<file path="config.mk">
export PLATFORM = sky130hd
export DESIGN_NAME = rsv_monitor
export DESIGN_NICKNAME = d
export VERILOG_FILES = /design/src/rtl/rsv_pkg.sv /design/src/rtl/rsv_slot.sv /design/src/rtl/rsv_block_track.sv /design/src/rtl/rsv_monitor.sv
export SDC_FILE = /design/constraint.sdc
export NUM_CORES = 1
export LEC_CHECK = 0
export BUFFER_PORTS_ARGS = -buffer_cell sky130_fd_sc_hd__buf_4
export CAP_MARGIN = 25
export CORE_MARGIN = 10
export CORE_UTILIZATION = 53
export CTS_BUF_LIST = sky130_fd_sc_hd__clkbuf_16
export DETAILED_ROUTE_END_ITERATION = 10
export PLACE_DENSITY = 0.76
export SLEW_MARGIN = 20
export SYNTH_ARGS = -nofsm -noshare
export SYNTH_HDL_FRONTEND = slang
export SYNTH_HIERARCHICAL = 1
export SYNTH_SLANG_ARGS = --single-unit
</file>
<file path="constraint.sdc">
create_clock -name clk -period 2.06 [get_ports clk]
set_input_delay 0.206 -clock clk [delete_from_list [all_inputs] [get_ports clk]]
set_output_delay 0.206 -clock clk [all_outputs]
set_load 0.1 [all_outputs]
</file>
<file path="src/rtl/rsv_pkg.sv">
package rsv_pkg;
   typedef enum logic [2:0] {
      OP_READ  = 3'd0,
      OP_LINK  = 3'd1,
      OP_COND  = 3'd2,
      OP_WRITE = 3'd3,
      OP_LK_RD = 3'd4,
      OP_LK_WR = 3'd5,
      OP_RSV6  = 3'd6,
      OP_RSV7  = 3'd7
   } op_e;

   function automatic logic clears_own(op_e op);
      return (op == OP_WRITE) || (op == OP_LK_RD) || (op == OP_LK_WR);
   endfunction
endpackage

</file>
<file path="src/rtl/rsv_slot.sv">
module rsv_slot
   import rsv_pkg::*;
#(
   parameter int LINE_AW = 8,
   parameter int IDW     = 2,
   parameter int SLOT_ID = 0
) (
   input  logic               clk,
   input  logic               rst_n,
   input  logic               fire,
   input  op_e                op,
   input  logic [LINE_AW-1:0] cmp_line,
   input  logic [IDW-1:0]     cmp_req,
   input  logic               inv_valid,
   input  logic [LINE_AW-1:0] inv_line,
   output logic               hold_valid,
   output logic [LINE_AW-1:0] hold_line,
   output logic               line_match
);
   logic               own;
   logic               nxt_v;
   logic [LINE_AW-1:0] nxt_l;

   assign own        = (cmp_req == IDW'(SLOT_ID));
   assign line_match = hold_valid && (hold_line == cmp_line);

   always_comb begin
      nxt_v = hold_valid;
      nxt_l = hold_line;
      if (fire) begin
         case (op)
            OP_LINK: begin
               if (own) begin
                  nxt_v = 1'b1;
                  nxt_l = cmp_line;
               end else if (line_match) begin
                  nxt_v = 1'b0;
               end
            end
            OP_COND: if (line_match) nxt_v = 1'b0;
            OP_WRITE, OP_LK_RD, OP_LK_WR: if (own && line_match) nxt_v = 1'b0;
            default: ;
         endcase
      end
      // invalidate is ordered after the completion update
      if (inv_valid && nxt_v && (nxt_l == inv_line)) nxt_v = 1'b0;
   end

   always_ff @(posedge clk) begin
      if (!rst_n) begin
         hold_valid <= 1'b0;
         hold_line  <= '0;
      end else begin
         hold_valid <= nxt_v;
         hold_line  <= nxt_l;
      end
   end

   p_link_sets_r1: assert property (@(posedge clk) disable iff (!rst_n)
      fire && op == OP_LINK && own && !(inv_valid && inv_line == cmp_line)
      |=> hold_valid && hold_line == $past(cmp_line));

   p_cond_clears_r3: assert property (@(posedge clk) disable iff (!rst_n)
      fire && op == OP_COND && line_match |=> !hold_valid);

   p_foreign_keeps_r4: assert property (@(posedge clk) disable iff (!rst_n)
      fire && clears_own(op) && !own && !inv_valid
      |=> $stable(hold_valid) && $stable(hold_line));

   p_inv_clears_r5: assert property (@(posedge clk) disable iff (!rst_n)
      inv_valid && hold_valid && hold_line == inv_line && !(fire && op == OP_LINK && own)
      |=> !hold_valid);

   p_link_steals_r9: assert property (@(posedge clk) disable iff (!rst_n)
      fire && op == OP_LINK && !own && line_match |=> !hold_valid);
endmodule

</file>
<file path="src/rtl/rsv_block_track.sv">
module rsv_block_track
   import rsv_pkg::*;
#(
   parameter int LINE_AW = 8
) (
   input  logic               clk,
   input  logic               rst_n,
   input  logic               cmp_valid,
   input  op_e                op,
   input  logic [LINE_AW-1:0] cmp_line,
   output logic               blk_valid,
   output logic [LINE_AW-1:0] blk_line
);
   always_ff @(posedge clk) begin
      if (!rst_n) begin
         blk_valid <= 1'b0;
         blk_line  <= '0;
      end else if (cmp_valid) begin
         if (op == OP_LK_RD) begin
            blk_valid <= 1'b1;
            blk_line  <= cmp_line;
         end else if (op == OP_LK_WR && blk_valid && blk_line == cmp_line) begin
            blk_valid <= 1'b0;
         end
      end
   end

   p_lock_sets_r7: assert property (@(posedge clk) disable iff (!rst_n)
      cmp_valid && op == OP_LK_RD |=> blk_valid && blk_line == $past(cmp_line));

   p_unlock_r7: assert property (@(posedge clk) disable iff (!rst_n)
      cmp_valid && op == OP_LK_WR && blk_valid && blk_line == cmp_line |=> !blk_valid);

   p_other_unlock_r7: assert property (@(posedge clk) disable iff (!rst_n)
      cmp_valid && op == OP_LK_WR && blk_line != cmp_line
      |=> $stable(blk_valid) && $stable(blk_line));
endmodule

</file>
<file path="src/rtl/rsv_monitor.sv">
module rsv_monitor
   import rsv_pkg::*;
#(
   parameter int NUM_REQ  = 4,
   parameter int LINE_AW  = 8,
   parameter bit BLOCK_EN = 1'b1
) (
   input  logic                       clk,
   input  logic                       rst_n,
   input  logic                       cmp_valid,
   input  logic [2:0]                 cmp_op,
   input  logic [LINE_AW-1:0]         cmp_line,
   input  logic [$clog2(NUM_REQ)-1:0] cmp_req,
   input  logic                       cmp_present,
   input  logic                       inv_valid,
   input  logic [LINE_AW-1:0]         inv_line,
   output logic                       res_valid,
   output logic                       res_ok,
   output logic                       blk_valid,
   output logic [LINE_AW-1:0]         blk_line
);
   localparam int IDW = $clog2(NUM_REQ);

   if (NUM_REQ < 2 || (1 << IDW) != NUM_REQ) begin : g_bad_req
      $error("rsv_monitor: NUM_REQ must be a power of two, at least 2");
   end
   if (LINE_AW < 1) begin : g_bad_aw
      $error("rsv_monitor: LINE_AW must be positive");
   end

   op_e                              op;
   logic                             fire;
   logic [NUM_REQ-1:0]               slot_v;
   logic [NUM_REQ-1:0][LINE_AW-1:0]  slot_l;
   logic [NUM_REQ-1:0]               slot_m;
   logic                             own_hit;

   assign op      = op_e'(cmp_op);
   assign fire    = cmp_valid && cmp_present;
   assign own_hit = slot_m[cmp_req];

   for (genvar g = 0; g < NUM_REQ; g++) begin : g_slot
      rsv_slot #(.LINE_AW(LINE_AW), .IDW(IDW), .SLOT_ID(g)) u_slot (
         .clk       (clk),
         .rst_n     (rst_n),
         .fire      (fire),
         .op        (op),
         .cmp_line  (cmp_line),
         .cmp_req   (cmp_req),
         .inv_valid (inv_valid),
         .inv_line  (inv_line),
         .hold_valid(slot_v[g]),
         .hold_line (slot_l[g]),
         .line_match(slot_m[g])
      );
   end

   if (BLOCK_EN) begin : g_blk
      rsv_block_track #(.LINE_AW(LINE_AW)) u_blk (
         .clk      (clk),
         .rst_n    (rst_n),
         .cmp_valid(cmp_valid),
         .op       (op),
         .cmp_line (cmp_line),
         .blk_valid(blk_valid),
         .blk_line (blk_line)
      );
   end else begin : g_noblk
      assign blk_valid = 1'b0;
      assign blk_line  = '0;
   end

   always_ff @(posedge clk) begin
      if (!rst_n) begin
         res_valid <= 1'b0;
         res_ok    <= 1'b0;
      end else begin
         res_valid <= cmp_valid;
         res_ok    <= !cmp_present || (op != OP_COND) || own_hit;
      end
   end

   p_res_latency_r8: assert property (@(posedge clk) disable iff (!rst_n)
      cmp_valid |=> res_valid);

   p_res_idle_r8: assert property (@(posedge clk) disable iff (!rst_n)
      !cmp_valid |=> !res_valid);

   p_nonsc_ok_r1: assert property (@(posedge clk) disable iff (!rst_n)
      cmp_valid && op != OP_COND |=> res_ok);

   p_sc_fail_r2: assert property (@(posedge clk) disable iff (!rst_n)
      cmp_valid && cmp_present && op == OP_COND
      && !(slot_v[cmp_req] && slot_l[cmp_req] == cmp_line) |=> !res_ok);

   p_absent_keeps_r6: assert property (@(posedge clk) disable iff (!rst_n)
      cmp_valid && !cmp_present && !inv_valid |=> $stable(slot_v) && $stable(slot_l));
endmodule

</file>
==> summary.md <==
| Metric | Value |
|---|---|
| Clock buffer depth | `2` |
| Most used routing layer | `met2` |
| Io pins | `37` |
| Congestion Overflow GR | `0` |
| Die Ht | `96.9 um` |
| Yosys cell types | `a little over 50` |
| Gpl congestion | `between 0.8 and 0.9` |
| Antenna-violating nets left | `0` |
| Final min period | `between 1500 and 2000 ps` |
| Count leader, synth | `dfxtp_1` |
| First-pass GRT wire length | `~14 mm` |
| Vias in the first global route | `2752` |
| Final #Nets | `between 400 and 500` |
| Largest net degree at the start of global routing | `36` |
| Fin. max-slew vios | `0` |
| Post-cts hold buffer count | `0` |
| Num CTS Buffers | `5` |
| Synthesized flop and latch total | `47` |
| Post-synth top flop | `dfxtp_1` |
| Die ar. | `around 9400 sq um` |
| Seq/Total Area, Yosys | `30.0%` |
| Ys Warns | `6` |
| Post-synth top cells | `dfxtp_1 (47), mux2i_1 (33), nor2b_1 (33), xor2_1 (31), xnor2_1 (27)` |
| Worst-Skew Late Latency | `around 280 ps` |
| Slew of the pin with the lowest slew margin | `627 ps` |
| Total track usage | `roughly 17%` |
| PortBufs | `36` |
| Die width | `~97 um` |
| RSZ-0062 raised after global routing | `false` |
| Leakage | `about 0.0016 uW` |
| Fin cells | `approximately 470` |
| Slowest CP cell | `nor2_2` |
| Crit end category | `flop` |
| Synth async-reset ratio | `0%` |
| Crit path cell chain | `buf_4 -> and2_4 -> nand4bb_1 -> nor2_2 -> mux2i_1 -> xnor2_1 -> a2111oi_1 -> a21oi_1` |
| Setup Buffers After CTS | `0` |
| Status | `finished clean` |
| Routing usage on met1 | `a little over a fifth` |
| Crit Path Category | `input port to flop` |
| Post-Syn Instances | `roughly 330` |
| Slowest Stage Delay on Critical Path | `~520 ps` |
| Met3 usage in global routing | `around 2.8%` |
| Fraction of final layout cells sized beyond drive strength 1 | `about 22%` |
| Drt wl/cell | `17.8 um` |
| Vias | `2650` |
| # DRC | `0` |
| Worst path buffer plus inverter count | `1` |
| Drt pass-1 iters | `5` |
| Area delta synth->final | `20.1%` |
| DR iter-0 viols | `about 180` |
| Endpoints failing hold | `0` |
| Final Cycle Share | `92.9%` |
| Slew headroom | `58.2%` |
| DP HPWL | `approximately 6.0 mm` |
| Clock slew at reported path FFs | `60 ps` |
| EDFF count, synth | `0` |
| Max IR drop VDD | `288 uV` |
| CTS tree | `yes` |
| Mapped cell area | `3140 sq um` |
| Root buf cell | `clkbuf_16` |
| Top cell type's share of synthesized area | `30.0%` |
| Setup TNS | `0 ps` |
| Pwr Total | `2060 uW` |
| # rows | `27` |
| Yosys top cell by area | `dfxtp_1` |
| P per Cell Area | `roughly 550 nW/um^2` |
| Initial antenna violation count | `0` |
| Met2 Usage GRT | `around 28%` |
| DR vias/cell | `~5.7` |
| WP data arrival | `a little over 2000 ps` |
| # setup viols final | `0` |
| Final clock skew | `3.20 ps` |
| Diodes inserted | `0` |
| Synthesized Nets | `approximately 360` |
| Initial Util | `a little under three fifths` |
| Fmax | `roughly 0.52 GHz` |
| Max-cap viol count | `0` |
| H-tree depth | `2` |
| Cells after DPL | `460` |
| Top Family by Delay on Critical Path | `simple AND/OR/NAND/NOR gates` |
| Worst-path fanout max | `11` |
| Synth Area per Inst | `about 9.4 sq um` |
| CORE AREA | `between 5000 and 6000 sq um` |
| Ranking of synthesized cells by area | `dfxtp_1 (30%), mux2i_1 (11%), xor2_1 (8.7%)` |
| Min-delay worst type | `input port to flop` |
| Cts repair resizes | `0` |
| CP Data Required Time | `2210 ps` |
| Final WL | `8.29 mm` |
| Sink Count | `47` |
| Startpoint Class | `input port` |
## per-stage QoR
stage	setup slack, ps	cell area (sq um)	util [%]	hold slack [ps]
6_report	146	3770	67.2	226
5_1_grt	19.9	3770	67.2	251
4_1_cts	82.8	3760	67.1	225
3_5_place_dp	-204	3640	64.8	519
3_3_place_gp	-178	3640	64.8	517
2_1_floorplan	43.8	3140	-	328
## layout by cell type (no fill, tap or decap), types with 2 or more instances in the layout
master     netlist  layout
buf_4            0      62
dfxtp_1         47      47
mux2i_1         33      33
nor2b_1         33      33
xor2_1          31      31
xnor2_1         27      27
inv_1           22      23
a21oi_1         13      13
and2b_1         11      11
o21ai_0         10      10
nand4_1         10      10
nand2_1          7       7
nor4_1           7       7
nor2_1           6       6
clkbuf_16        0       5
o22ai_1          5       5
nand2b_1         4       4
a222oi_1         4       4
a22oi_1          4       4
and2_1           4       3
mux2i_4          3       3
a21boi_0         3       3
nand3_1          3       3
a31oi_1          2       2
a211oi_1         2       2
and3_1           2       2
or4_4            2       2
mux2i_2          2       2
o211ai_2         2       2
o221ai_1         2       2
nor3_1           2       2
o21a_1           2       2
## metal layers
layer,vias up,wire (um)
li1,1299,-
met2,78,4090
met1,1263,3620
met3,10,459
met4,0,127
met5,-,0
## registers in the layout, summed over array words and instances, names as in the netlist
signal and cells:
g_blk.u_blk/blk_line 8, res_valid 1, res_ok 1, g_blk.u_blk/blk_valid 1, g_slot.u_slot/hold_valid 4, g_slot.u_slot/hold_line 32
## kinds of logic (layout without fill, tap and decap cells)
group	count (synthesis)	count (layout)	synth area share (%)
flops	47	47	30.0
mux	39	39	14.3
buf+inv	29	91	5.15
compound gates	59	59	14.0
xor+xnor	58	58	16.2
simple gates	100	100	20.4
## power by group
group	leakage, uW	switching (uW)	internal (uW)
logic	0.00117	230	152
registers	0.000380	6.84	918
clock network	0.0000669	321	432
total	0.00161	557	1500
## tightest hold or removal path: stages
cell,delay [ps]
buf_4,110
nand2_1,60
o41a_1,110
## final cells by class
| cell class | instances | area [sq um] |
|---|---|---|
| multi-input combinational | 256 | 2040 |
| fill | 486 | 1840 |
| sequential | 47 | 941 |
| timing repair buffer | 63 | 485 |
| clock buffer | 5 | 125 |
| tap | 72 | 90.1 |
| inverter | 22 | 82.6 |
| clock inverter | 1 | 3.75 |
## final timing paths
check	startpoint	end	slack (ps)	depth (start not counted)
worst min register to register	g_slot[0].u_slot/hold_line[5]	g_slot[0].u_slot/hold_line[5]	540	2
worst max register to register	g_slot[2].u_slot/hold_line[0]	res_ok	300	5
worst max-delay path	cmp_valid	g_slot[3].u_slot/hold_valid	150	8
worst min-delay path	cmp_present	res_ok	230	3
(Power assumes the default switching activity.)
